File: config.mk
export PLATFORM = sky130hd
export DESIGN_NAME = spi_regbank_ctrl
export DESIGN_NICKNAME = d
export VERILOG_FILES = /design/src/rtl/spi_pkg.sv /design/src/rtl/spi_in_sync.sv /design/src/rtl/spi_baud_gen.sv /design/src/rtl/spi_shift_engine.sv /design/src/rtl/spi_regbank_ctrl.sv
export SDC_FILE = /design/constraint.sdc
export NUM_CORES = 1
export LEC_CHECK = 0
export BUFFER_PORTS_ARGS = -buffer_cell sky130_fd_sc_hd__buf_4
export CAP_MARGIN = 20
export CORE_MARGIN = 2
export CORE_UTILIZATION = 52
export CTS_BUF_LIST = sky130_fd_sc_hd__clkbuf_16
export DETAILED_ROUTE_END_ITERATION = 6
export PLACE_DENSITY = 0.71
export SKIP_CTS_REPAIR_TIMING = 1
export SYNTH_ARGS = -nofsm -noshare
export SYNTH_HDL_FRONTEND = slang
export SYNTH_SLANG_ARGS = --single-unit
File: constraint.sdc
create_clock -name clk_i -period 3.54 [get_ports clk_i]
set_input_delay 0.177 -clock clk_i [delete_from_list [all_inputs] [get_ports clk_i]]
set_output_delay 0.177 -clock clk_i [all_outputs]
set_load 0.02 [all_outputs]
File: src/rtl/spi_pkg.sv
package spi_pkg;

  typedef enum logic [2:0] {
    REG_CFG  = 3'd0,
    REG_RSV  = 3'd1,
    REG_BAUD = 3'd2,
    REG_STAT = 3'd3,
    REG_DATA = 3'd4
  } reg_idx_e;

  // configuration bit positions
  localparam int unsigned C_RXIE = 7;
  localparam int unsigned C_EN   = 6;
  localparam int unsigned C_TXIE = 5;
  localparam int unsigned C_MSTR = 4;
  localparam int unsigned C_CPOL = 3;
  localparam int unsigned C_CPHA = 2;
  localparam int unsigned C_SSOE = 1;
  localparam int unsigned C_LSBF = 0;

  // status bit positions
  localparam int unsigned S_RXF  = 0;
  localparam int unsigned S_TXE  = 1;
  localparam int unsigned S_MODF = 2;

  localparam logic [7:0] CFG_RST = 8'h04;

endpackage

File: src/rtl/spi_in_sync.sv
module spi_in_sync #(
  parameter int unsigned       W       = 3,
  parameter int unsigned       STAGES  = 2,
  parameter logic [W-1:0]      RST_VAL = '0
) (
  input  logic         clk_i,
  input  logic         rst_ni,
  input  logic         hold_i,
  input  logic [W-1:0] d_i,
  output logic [W-1:0] q_o
);
  logic [W-1:0] stg_q [STAGES];

  for (genvar g = 0; g < STAGES; g++) begin : g_stage
    always_ff @(posedge clk_i or negedge rst_ni) begin
      if (!rst_ni)      stg_q[g] <= RST_VAL;
      else if (!hold_i) stg_q[g] <= (g == 0) ? d_i : stg_q[(g == 0) ? 0 : g-1];
    end
  end

  assign q_o = stg_q[STAGES-1];
endmodule

File: src/rtl/spi_baud_gen.sv
module spi_baud_gen #(
  parameter int unsigned CW = 8
) (
  input  logic          clk_i,
  input  logic          rst_ni,
  input  logic          hold_i,
  input  logic          run_i,
  input  logic [CW-1:0] div_i,
  output logic          tick_o
);
  logic [CW-1:0] cnt_q;

  assign tick_o = run_i && (cnt_q == div_i);

  always_ff @(posedge clk_i or negedge rst_ni) begin
    if (!rst_ni)      cnt_q <= '0;
    else if (!hold_i) cnt_q <= (run_i && !tick_o) ? cnt_q + 1'b1 : '0;
  end
endmodule

File: src/rtl/spi_shift_engine.sv
module spi_shift_engine #(
  parameter int unsigned DW = 8
) (
  input  logic          clk_i,
  input  logic          rst_ni,
  input  logic          hold_i,
  input  logic          en_i,
  input  logic          start_i,
  input  logic          step_i,
  input  logic          lsb_first_i,
  input  logic          cpha_i,
  input  logic [DW-1:0] load_i,
  input  logic          din_i,
  output logic          dout_o,
  output logic          sck_ph_o,
  output logic          busy_o,
  output logic          done_o,
  output logic [DW-1:0] rx_o
);
  localparam int unsigned EDGES = 2 * DW;
  localparam int unsigned EW    = $clog2(EDGES + 1);

  logic [DW-1:0] tx_q, rx_q;
  logic [EW-1:0] edge_q, edge_nx;
  logic          ph_q, busy_q, done_q;
  logic          lead, do_smp, do_shf;

  assign edge_nx = edge_q + 1'b1;
  assign lead    = edge_nx[0];
  // phase 0: sample leading, shift trailing; phase 1: shift leading (not the first), sample trailing
  assign do_smp  = cpha_i ? !lead : lead;
  assign do_shf  = cpha_i ? (lead && (edge_q != '0)) : !lead;

  always_ff @(posedge clk_i or negedge rst_ni) begin
    if (!rst_ni) begin
      tx_q   <= '0;
      rx_q   <= '0;
      edge_q <= '0;
      ph_q   <= 1'b0;
      busy_q <= 1'b0;
      done_q <= 1'b0;
    end else if (!hold_i) begin
      done_q <= 1'b0;
      if (!en_i) begin
        busy_q <= 1'b0;
        edge_q <= '0;
        ph_q   <= 1'b0;
      end else if (!busy_q && start_i) begin
        busy_q <= 1'b1;
        tx_q   <= load_i;
        rx_q   <= '0;
        edge_q <= '0;
        ph_q   <= 1'b0;
      end else if (busy_q && step_i) begin
        ph_q   <= !ph_q;
        edge_q <= edge_nx;
        if (do_smp) rx_q <= lsb_first_i ? {din_i, rx_q[DW-1:1]} : {rx_q[DW-2:0], din_i};
        if (do_shf) tx_q <= lsb_first_i ? {1'b0, tx_q[DW-1:1]} : {tx_q[DW-2:0], 1'b0};
        if (edge_nx == EW'(EDGES)) begin
          busy_q <= 1'b0;
          done_q <= 1'b1;
        end
      end
    end
  end

  assign dout_o   = lsb_first_i ? tx_q[0] : tx_q[DW-1];
  assign sck_ph_o = ph_q;
  assign busy_o   = busy_q;
  assign done_o   = done_q;
  assign rx_o     = rx_q;
endmodule

File: src/rtl/spi_regbank_ctrl.sv
module spi_regbank_ctrl
  import spi_pkg::*;
#(
  parameter int unsigned DW          = 8,
  parameter int unsigned SYNC_STAGES = 2
) (
  input  logic          clk_i,
  input  logic          rst_ni,
  input  logic          freeze_i,
  input  logic [2:0]    reg_sel_i,
  input  logic          wr_en_i,
  input  logic [DW-1:0] wr_data_i,
  input  logic          rd_en_i,
  output logic [DW-1:0] rd_data_o,
  output logic          irq_o,
  output logic          sck_o,
  input  logic          sck_i,
  output logic          mosi_o,
  input  logic          mosi_i,
  output logic          miso_o,
  input  logic          miso_i,
  output logic          ss_no,
  input  logic          ss_ni
);
  localparam int unsigned SW = 3;
  localparam logic [SW-1:0] SYNC_RST = 3'b010; // {mosi, ss, sck}

  logic [DW-1:0] cfg_q, baud_q, txbuf_q, rxbuf_q;
  logic          tx_empty_q, rx_full_q, modf_q, rx_arm_q, modf_arm_q;
  logic          p_sck_q, p_ss_q;
  logic [SW-1:0] sync_q;
  logic          s_sck, s_ss, s_mosi;
  logic          wr, rd, mstr, spe;
  logic          modf_evt, eng_en, eng_start, eng_step, baud_tick;
  logic          eng_busy, eng_done, eng_dout, eng_ph;
  logic [DW-1:0] eng_rx, eng_load;

  assign wr   = wr_en_i && !freeze_i;
  assign rd   = rd_en_i && !freeze_i;
  assign spe  = cfg_q[C_EN];
  assign mstr = cfg_q[C_MSTR];

  spi_in_sync #(.W(SW), .STAGES(SYNC_STAGES), .RST_VAL(SYNC_RST)) u_sync (
    .clk_i, .rst_ni, .hold_i(freeze_i),
    .d_i({mosi_i, ss_ni, sck_i}), .q_o(sync_q)
  );
  assign {s_mosi, s_ss, s_sck} = sync_q;

  assign modf_evt  = spe && mstr && !cfg_q[C_SSOE] && !s_ss;
  assign eng_en    = spe && !modf_evt && (mstr || !s_ss);
  assign eng_start = eng_en && (mstr ? !tx_empty_q : (p_ss_q && !s_ss));
  assign eng_load  = (!mstr && tx_empty_q) ? '0 : txbuf_q;
  assign eng_step  = mstr ? baud_tick : ((s_sck ^ p_sck_q) && !s_ss);

  spi_baud_gen #(.CW(DW)) u_baud (
    .clk_i, .rst_ni, .hold_i(freeze_i),
    .run_i(eng_busy && mstr && spe), .div_i(baud_q), .tick_o(baud_tick)
  );

  spi_shift_engine #(.DW(DW)) u_eng (
    .clk_i, .rst_ni, .hold_i(freeze_i),
    .en_i(eng_en), .start_i(eng_start), .step_i(eng_step),
    .lsb_first_i(cfg_q[C_LSBF]), .cpha_i(cfg_q[C_CPHA]),
    .load_i(eng_load), .din_i(mstr ? miso_i : s_mosi),
    .dout_o(eng_dout), .sck_ph_o(eng_ph), .busy_o(eng_busy),
    .done_o(eng_done), .rx_o(eng_rx)
  );

  always_ff @(posedge clk_i or negedge rst_ni) begin
    if (!rst_ni) begin
      cfg_q      <= DW'(CFG_RST);
      baud_q     <= '0;
      txbuf_q    <= '0;
      rxbuf_q    <= '0;
      tx_empty_q <= 1'b1;
      rx_full_q  <= 1'b0;
      modf_q     <= 1'b0;
      rx_arm_q   <= 1'b0;
      modf_arm_q <= 1'b0;
      p_sck_q    <= 1'b0;
      p_ss_q     <= 1'b1;
    end else if (!freeze_i) begin
      p_sck_q <= s_sck;
      p_ss_q  <= s_ss;
      if (wr && reg_sel_i == REG_CFG)  cfg_q  <= wr_data_i;
      if (wr && reg_sel_i == REG_BAUD) baud_q <= wr_data_i;
      if (modf_evt) cfg_q[C_MSTR] <= 1'b0;

      if (!spe) begin
        txbuf_q    <= '0;
        rxbuf_q    <= '0;
        tx_empty_q <= 1'b1;
        rx_full_q  <= 1'b0;
        rx_arm_q   <= 1'b0;
      end else begin
        if (eng_start && !eng_busy) tx_empty_q <= 1'b1;
        if (wr && reg_sel_i == REG_DATA && tx_empty_q) begin
          txbuf_q    <= wr_data_i;
          tx_empty_q <= 1'b0;
        end
        if (rd && reg_sel_i == REG_STAT && rx_full_q) rx_arm_q <= 1'b1;
        if (rd && reg_sel_i == REG_DATA && rx_arm_q) begin
          rx_full_q <= 1'b0;
          rx_arm_q  <= 1'b0;
        end
        if (eng_done) begin
          rxbuf_q   <= eng_rx;
          rx_full_q <= 1'b1;
        end
      end

      if (rd && reg_sel_i == REG_STAT && modf_q) modf_arm_q <= 1'b1;
      if (wr && reg_sel_i == REG_CFG && modf_arm_q) begin
        modf_q     <= 1'b0;
        modf_arm_q <= 1'b0;
      end
      if (modf_evt) modf_q <= 1'b1;
    end
  end

  always_comb begin
    rd_data_o = '0;
    case (reg_sel_i)
      REG_CFG:  rd_data_o = cfg_q;
      REG_BAUD: rd_data_o = baud_q;
      REG_STAT: begin
        rd_data_o[S_RXF]  = rx_full_q;
        rd_data_o[S_TXE]  = tx_empty_q;
        rd_data_o[S_MODF] = modf_q;
      end
      REG_DATA: rd_data_o = rxbuf_q;
      default:  rd_data_o = '0;
    endcase
  end

  assign irq_o  = (cfg_q[C_RXIE] && (rx_full_q || modf_q)) || (cfg_q[C_TXIE] && tx_empty_q);
  assign sck_o  = cfg_q[C_CPOL] ^ (mstr && eng_ph);
  assign mosi_o = mstr && eng_dout;
  assign miso_o = !mstr && eng_dout;
  assign ss_no  = !(mstr && cfg_q[C_SSOE] && eng_busy);
endmodule

# Word-level counts from Yosys, hierarchy flattened
# Cells that the tools add are included.
[op_classes]
n_addsub = 2
multipliers = 0
div_mod_pow = 0
magnitude_cmp = 0
eq_ne = 12
n_shift = 0
n_mux = 51
bitwise_logic = 3
n_reduce_logical = 71
[op_table]
columns = ["op", "n"]
rows = [
  ["8-bit two-way mux", 14],
  ["1-bit logical AND", 35],
  ["1-bit two-way mux", 31],
  ["2-bit AND reduction", 11],
  ["5-bit two-way mux", 4],
  ["3-bit by 1-bit inequality test with 1-bit output, second input constant", 5],
  ["5-bit case mux with 3 select lines", 1],
  ["3-bit case mux with 4 select lines", 1],
  ["2-bit nonzero test", 6],
  ["1-bit zero test", 11],
  ["8-bit by 1-bit adder with 8-bit output, second input constant", 1],
  ["8-bit equality test", 1],
  ["4-bit AND reduction", 2],
  ["3-bit by 2-bit equality test with 1-bit output, second input constant", 2],
  ["5-bit by 1-bit adder with 5-bit output, second input constant", 1],
  ["5-bit equality test, second input constant", 1],
  ["5-bit nonzero test", 1],
  ["2-bit by 1-bit inequality test with 1-bit output, second input constant", 2],
  ["3-bit equality test, second input constant", 1],
  ["3-bit zero test", 1],
  ["1-bit logical OR", 3],
  ["3-bit AND reduction", 1],
  ["1-bit XOR", 2],
  ["1-bit NOT", 1],
]
[totals]
regBits = 77
latchBits = 0
ramBits = 0
romBits = 0
inputBits = 20
mem_count = 0

# Depth between registers and ports, before layout
[depth]
ltp_word = 11
ltp_mapped = 7

# Cells and area by module
# From an unflattened synthesis, not the netlist that was laid out.
[hier_totals]
cells_unflattened = 399
hier_area_um2 = 4215.3
[modules_own_cells]
columns = ["mod", "instances", "cells_per_inst", "area_per_inst_um2", "seq_area_each_um2"]
rows = [
  ["spi_regbank_ctrl", 1, 207, 2104.5, 979.7],
  ["spi_shift_engine", 1, 126, 1330.0, 600.6],
  ["spi_baud_gen", 1, 50, 504.2, 200.2],
  ["spi_in_sync", 1, 16, 276.5, 152.6],
]

# Least setup slack after synthesis
# Ideal clock, no wire load.
[synth_timing]
path_type = "register to register"
startpoint = "register u_eng.edge_q[0]"
endpoint = "register u_eng.tx_q[0]"
arrival_time_ns = 1.847
required_time_ns = 3.415
slack_ns = 1.568
stages_incl_launch_ff = 8
n_path_buf = 0
period_less_slack_ns = 1.972
cell_sequence = "dfrtp_1 inv_1 ha_1 nor4b_1 o21ai_0 or3b_1 nand3_4 mux2_2"
[synth_between]
elab_chain_len = 5
[synth_rtl]
columns = ["item", "line", "rtl"]
rows = [
  ["start, declared", "spi_shift_engine.sv:24", "logic [EW-1:0] edge_q, edge_nx;"],
  ["start signal, assigned", "spi_shift_engine.sv:56", "edge_q <= edge_nx;"],
  ["5-bit by 1-bit adder with 5-bit output / 5-bit nonzero test (equally long branches)", "spi_shift_engine.sv:28, spi_shift_engine.sv:32", ""],
  ["1-bit zero test / 1-bit logical AND (equally long branches)", "spi_shift_engine.sv:32", "assign do_shf = cpha_i ? (lead && (edge_q != '0)) : !lead;"],
  ["1-bit two-way mux *", "spi_shift_engine.sv:32", ""],
  ["2-bit nonzero test (no line) *", "-", ""],
  ["4-bit AND reduction (no line) *", "-", ""],
  ["end signal, assigned", "spi_shift_engine.sv:50", "tx_q <= load_i;"],
  ["end signal, assigned", "spi_shift_engine.sv:58", "if (do_shf) tx_q <= lsb_first_i ? {1'b0, tx_q[DW-1:1]} : {tx_q[DW-2:0], 1'b0};"],
  ["end, declared", "spi_shift_engine.sv:23", "logic [DW-1:0] tx_q, rx_q;"],
]
# Every way passes the cells marked *; elsewhere a longest branch is shown, timed or not.
# A chain may end at the register's enable or synchronous reset.

# Final worst setup path
[layout_timing]
startpoint = "register cfg_q[6]"
endpoint = "register u_eng.tx_q[6]"
[layout_between]
elab_chain_len = 10
[layout_rtl]
columns = ["item", "line", "rtl"]
rows = [
  ["start, declared", "spi_regbank_ctrl.sv:28", "logic [DW-1:0] cfg_q, baud_q, txbuf_q, rxbuf_q;"],
  ["start signal, assigned", "spi_regbank_ctrl.sv:71", "cfg_q <= DW'(CFG_RST);"],
  ["start signal, assigned", "spi_regbank_ctrl.sv:85", "if (wr && reg_sel_i == REG_CFG) cfg_q <= wr_data_i;"],
  ["1-bit logical AND (3 in a row)", "spi_regbank_ctrl.sv:49", "assign modf_evt = spe && mstr && !cfg_q[C_SSOE] && !s_ss;"],
  ["1-bit zero test", "spi_regbank_ctrl.sv:50", "assign eng_en = spe && !modf_evt && (mstr || !s_ss);"],
  ["1-bit logical AND (2 in a row)", "spi_regbank_ctrl.sv:50", ""],
  ["1-bit logical AND", "spi_regbank_ctrl.sv:51", "assign eng_start = eng_en && (mstr ? !tx_empty_q : (p_ss_q && !s_ss));"],
  ["1-bit logical AND", "spi_shift_engine.sv:48", "end else if (!busy_q && start_i) begin"],
  ["2-bit nonzero test (no line)", "-", ""],
  ["4-bit AND reduction (no line)", "-", ""],
]
# Several ways; a longest one is shown, not always the timed one.

==> impl_results.html <==
<table>
<tr><th>Metric</th><th>Value</th></tr>
<tr><th colspan="2">Yosys</th></tr>
<tr><td>Most used standard cell by instance count after synthesis</td><td>sky130_fd_sc_hd__dfrtp_1</td></tr>
<tr><td>Number of standard cells after synthesis</td><td>between 400 and 500</td></tr>
<tr><td>Mean Syn Cell Area</td><td>~10 µm²</td></tr>
<tr><td>#FFs+latches synth</td><td>77</td></tr>
<tr><td>Synthesis warning total</td><td>0</td></tr>
<tr><td>Share of the yosys chip area belonging to registers</td><td>a little under half</td></tr>
<tr><td>Post-synthesis cell type count</td><td>between 50 and 60</td></tr>
<tr><td>Number of enable flip-flop cells after synthesis</td><td>0</td></tr>
<tr><td>Fraction of synthesis flops using an asynchronous set or reset pin</td><td>between 90% and 100%</td></tr>
<tr><td>Top area cells in the synthesized netlist</td><td>sky130_fd_sc_hd__dfrtp_1 (43%), sky130_fd_sc_hd__mux2_2 (10%), sky130_fd_sc_hd__mux2i_1 (8.1%), sky130_fd_sc_hd__a22o_1 (3.3%), sky130_fd_sc_hd__dfstp_2 (3.1%)</td></tr>
<tr><td>Net count after synthesis</td><td>427</td></tr>
<tr><td>Top cell types by occurrence after synthesis</td><td>sky130_fd_sc_hd__dfrtp_1 (72), sky130_fd_sc_hd__mux2_2 (39), sky130_fd_sc_hd__mux2i_1 (34), sky130_fd_sc_hd__nand2_1 (34), sky130_fd_sc_hd__nor2_1 (34)</td></tr>
<tr><td>Post-synth top area share</td><td>between 40% and 50%</td></tr>
<tr><td>Most used DFF post-synth</td><td>sky130_fd_sc_hd__dfrtp_1</td></tr>
<tr><td>Library cell occupying the most area in the post-synthesis netlist</td><td>sky130_fd_sc_hd__dfrtp_1</td></tr>
<tr><td>Post-synthesis instance area</td><td>roughly 4200 µm²</td></tr>
<tr><th colspan="2">STA</th></tr>
<tr><td>Setup Skew</td><td>approximately 4.9 ps</td></tr>
<tr><td>Relative slew slack</td><td>around 35%</td></tr>
<tr><td>Final worst setup slack</td><td>about 1200 ps</td></tr>
<tr><td>Setup_tns</td><td>0 ps</td></tr>
<tr><td>Hold Worst Slack</td><td>~2.1 ps</td></tr>
<tr><td>Highest clock frequency the design can meet</td><td>roughly 430 MHz</td></tr>
<tr><td>Number of max-slew violations in the final report</td><td>0</td></tr>
<tr><td>Final count of negative-setup-slack endpoints</td><td>0</td></tr>
<tr><td>Fin. Hold Viols</td><td>0</td></tr>
<tr><td>RSZ-0062 raised after global routing</td><td>false</td></tr>
<tr><td>Slew @ Worst Pin</td><td>just under 1000 ps</td></tr>
<tr><td>Shortest period the worst path allows</td><td>2330 ps</td></tr>
<tr><td>Ratio of final minimum period to clock period</td><td>roughly two thirds</td></tr>
<tr><th colspan="2">Place</th></tr>
<tr><td>Count of buffers inserted at the top-level ports</td><td>32</td></tr>
<tr><td>Post-place setup slack</td><td>roughly 1200 ps</td></tr>
<tr><td>Post-DP HPWL</td><td>between 6 and 7 mm</td></tr>
<tr><td>Routability congestion estimate from global placement</td><td>between 0.8 and 0.9</td></tr>
<tr><th colspan="2">Worst setup path</th></tr>
<tr><td>Required time at the endpoint of the critical path</td><td>3760 ps</td></tr>
<tr><td>Launching element type of the critical path</td><td>flip-flop</td></tr>
<tr><td>Sort of element at the end of the critical path</td><td>flip-flop</td></tr>
<tr><td>Cell Chain, Critical Path</td><td>nand2b_4 &gt; or3_4 &gt; or3b_1 &gt; nand3_4 &gt; mux2_2</td></tr>
<tr><td>Worst path slowest cell</td><td>sky130_fd_sc_hd__dfrtp_1</td></tr>
<tr><td>Arr. time, crit path</td><td>between 2000 and 3000 ps</td></tr>
<tr><td>Largest driver fanout on the critical path</td><td>17</td></tr>
<tr><td>Critical path class</td><td>reg2reg</td></tr>
<tr><td>Slowest stage delay, CP</td><td>710 ps</td></tr>
<tr><td>Number of cells on the worst reg-to-reg path</td><td>5</td></tr>
<tr><th colspan="2">Status</th></tr>
<tr><td>Result of the run</td><td>finished clean</td></tr>
<tr><th colspan="2">Drt</th></tr>
<tr><td>Drt initial violations</td><td>around 280</td></tr>
<tr><td>Post-detailed-route count of antenna-violating nets</td><td>0</td></tr>
<tr><td>Post-route DRC violation count</td><td>0</td></tr>
<tr><td>Total detailed-routing wirelength</td><td>about 9.4 mm</td></tr>
<tr><td>WL/cell</td><td>17.6 µm</td></tr>
<tr><td>Drt first pass iters</td><td>4</td></tr>
<tr><td>Ratio of routed vias to standard cells</td><td>5.94</td></tr>
<tr><td>Total via count in the routed design</td><td>~3200</td></tr>
<tr><th colspan="2">Power and ir drop</th></tr>
<tr><td>Peak supply drop</td><td>about 0.29 mV</td></tr>
<tr><td>Pwr Density</td><td>~540 nW/µm²</td></tr>
<tr><td>Pleak</td><td>roughly 0.0021 µW</td></tr>
<tr><th colspan="2">Floorplanning</th></tr>
<tr><td>Initial standard-cell utilization of the core</td><td>a little over half</td></tr>
<tr><td>Die area</td><td>approximately 9000 µm²</td></tr>
<tr><td>Core footprint</td><td>between 7000 and 8000 µm²</td></tr>
<tr><td>Number of core rows</td><td>32</td></tr>
<tr><td>Die Span X</td><td>93.8 µm</td></tr>
<tr><td>Overall die height</td><td>between 90 and 100 µm</td></tr>
<tr><td>I/O Pins</td><td>33</td></tr>
<tr><th colspan="2">Clock tree</th></tr>
<tr><td>Total clock buffers created by CTS</td><td>9</td></tr>
<tr><td>Clock Tree Buf Depth</td><td>2</td></tr>
<tr><td>H-tree levels</td><td>3</td></tr>
<tr><td>Clock tree from TritonCTS</td><td>built</td></tr>
<tr><td>Clock latency reported for the late side of the worst-skew pair</td><td>330 ps</td></tr>
<tr><td>Root Buffer</td><td>sky130_fd_sc_hd__clkbuf_16</td></tr>
<tr><td>Clock-pin slew of the registers on the worst-case setup and hold paths</td><td>about 60 ps</td></tr>
<tr><td>Number of sinks on the clock net</td><td>77</td></tr>
<tr><th colspan="2">Cells and area</th></tr>
<tr><td>Diodes inserted</td><td>0</td></tr>
<tr><td>Multi-input logic area</td><td>between 2000 and 2500 µm²</td></tr>
<tr><td>Area added between synthesis and finish</td><td>14.1%</td></tr>
<tr><td>Nets@finish</td><td>between 400 and 500</td></tr>
<tr><td>Filler cell count in the final layout</td><td>between 600 and 700</td></tr>
<tr><td>Fraction of final layout cells with drive strength greater than 1</td><td>22.4%</td></tr>
<tr><td>Area taken by flip-flops and latches</td><td>roughly 1900 µm²</td></tr>
<tr><th colspan="2">Flow run</th></tr>
<tr><td>Max-capacitance violation count</td><td>0</td></tr>
<tr><th colspan="2">Global routing</th></tr>
<tr><td>Met2 layer usage reported by global route</td><td>35.1%</td></tr>
<tr><td>Total congestion overflow after global routing</td><td>0</td></tr>
<tr><td>Largest net degree at the start of global routing</td><td>78</td></tr>
<tr><td>Antenna violations before repair</td><td>0</td></tr>
<tr><td>GRT met3 Usage</td><td>roughly 3.2%</td></tr>
<tr><td>Global-route wire length before repair</td><td>around 16 mm</td></tr>
<tr><td>Vias in the first global route</td><td>slightly above 3000</td></tr>
<tr><td>Layer carrying the most global-route usage</td><td>met2</td></tr>
<tr><td>Total routing resource utilization after global routing</td><td>about 23%</td></tr>
<tr><td>Met1 Resource Use GR</td><td>about a third</td></tr>
<tr><th colspan="2">Worst hold path</th></tr>
<tr><td>Worst Hold Class</td><td>in2async</td></tr>
</table>
critical path: cells and delay by family (launching register included):
kind / cells / cell delay [ps]
multiplexers: 1 / 360
AND/OR/NAND/NOR: 4 / 1150
flip-flops: 1 / 710
cell type report:
cell class / count / share of cell area [%]
well taps: 102 / 2.67
clock buffers: 9 / 4.71
inverters: 12 / 0.941
repair buffers: 32 / 5.02
multi-input cells: 296 / 44.4
flip-flops and latches: 77 / 40.4
clock inverters: 7 / 1.91
path summary, 6_finish.rpt:
kind                            slack [ps]                          end                       start
worst max-delay path                  1210    u_eng.tx_q[6]$_DFFE_PN0P_        cfg_q[6]$_DFFE_PN0P_
worst min-delay path                     2    u_eng.rx_o[2]$_DFFE_PN0P_                      rst_ni
worst max register to register        1210    u_eng.tx_q[6]$_DFFE_PN0P_        cfg_q[6]$_DFFE_PN0P_
worst min register to register         480   u_eng.sck_ph_o$_DFFE_PN0P_  u_eng.sck_ph_o$_DFFE_PN0P_
max in group asynchronous             2920         cfg_q[7]$_DFFE_PN0P_                      rst_ni
min in group clk_i                      80  u_sync.stg_q[3]$_DFFE_PN0N_                       sck_i
placed cells by master, fill, tap and decap left out, types with 5 or more instances in the layout:
cell and count:
sky130_fd_sc_hd__nand2_1 34, sky130_fd_sc_hd__mux2i_1 34, sky130_fd_sc_hd__mux2_2 39, sky130_fd_sc_hd__xnor2_1 5, sky130_fd_sc_hd__nor2b_1 7, sky130_fd_sc_hd__nor2_1 34, sky130_fd_sc_hd__nand2b_1 12, sky130_fd_sc_hd__xor2_1 10
sky130_fd_sc_hd__nand3_1 11, sky130_fd_sc_hd__dfstp_2 5, sky130_fd_sc_hd__dfrtp_1 72, sky130_fd_sc_hd__clkbuf_16 9, sky130_fd_sc_hd__inv_1 13, sky130_fd_sc_hd__o21ai_0 23, sky130_fd_sc_hd__a22o_1 16, sky130_fd_sc_hd__buf_4 32
sky130_fd_sc_hd__a21oi_1 12, sky130_fd_sc_hd__nor4_1 5
metrics by stage:
step	instances	utilization [%]	area, µm²	power (µW)
floorplan	404	-	4190	1440
CTS	535	61.6	4790	2580
finish	535	61.6	4790	2560
detailed placement	519	57.5	4470	1600
global route	535	61.6	4790	2670
global placement	519	57.5	4470	1590
routing by layer:
layer / up-vias / part of all wire, %
met5: - / 0
met4: 0 / 1.5
met3: 13 / 5.2
met2: 90 / 47
met1: 1574 / 46
li1: 1503 / -
cells by family after synthesis:
family,Yosys count,share of synthesized area [%]
adder cells (fa/ha/maj),3,0.895
AO/OA/AOI/OAI,73,11.5
flip-flops,77,46.1
buffers and inverters,31,3.25
AND/OR/NAND/NOR,132,16.6
XOR/XNOR,15,3.13
multiplexers,73,18.6
power by group:
group,switching (µW),leakage [µW],internal (µW)
logic,247,0.000971,214
clock network,356,0.000161,614
registers,150,0.00102,980
state kept, by name (all words and copies together) (netlist names):
name	flops
baud_q	8
cfg_q	8
rxbuf_q	8
txbuf_q	8
u_baud.cnt_q	8
u_eng.rx_o	8
u_eng.tx_q	8
u_eng.edge_q	5
u_sync.q_o	3
u_sync.stg_q	3
modf_arm_q	1
modf_q	1
p_sck_q	1
p_ss_q	1
rx_arm_q	1
rx_full_q	1
tx_empty_q	1
u_eng.busy_o	1
u_eng.done_o	1
u_eng.sck_ph_o	1
(Power assumes the default switching activity.)
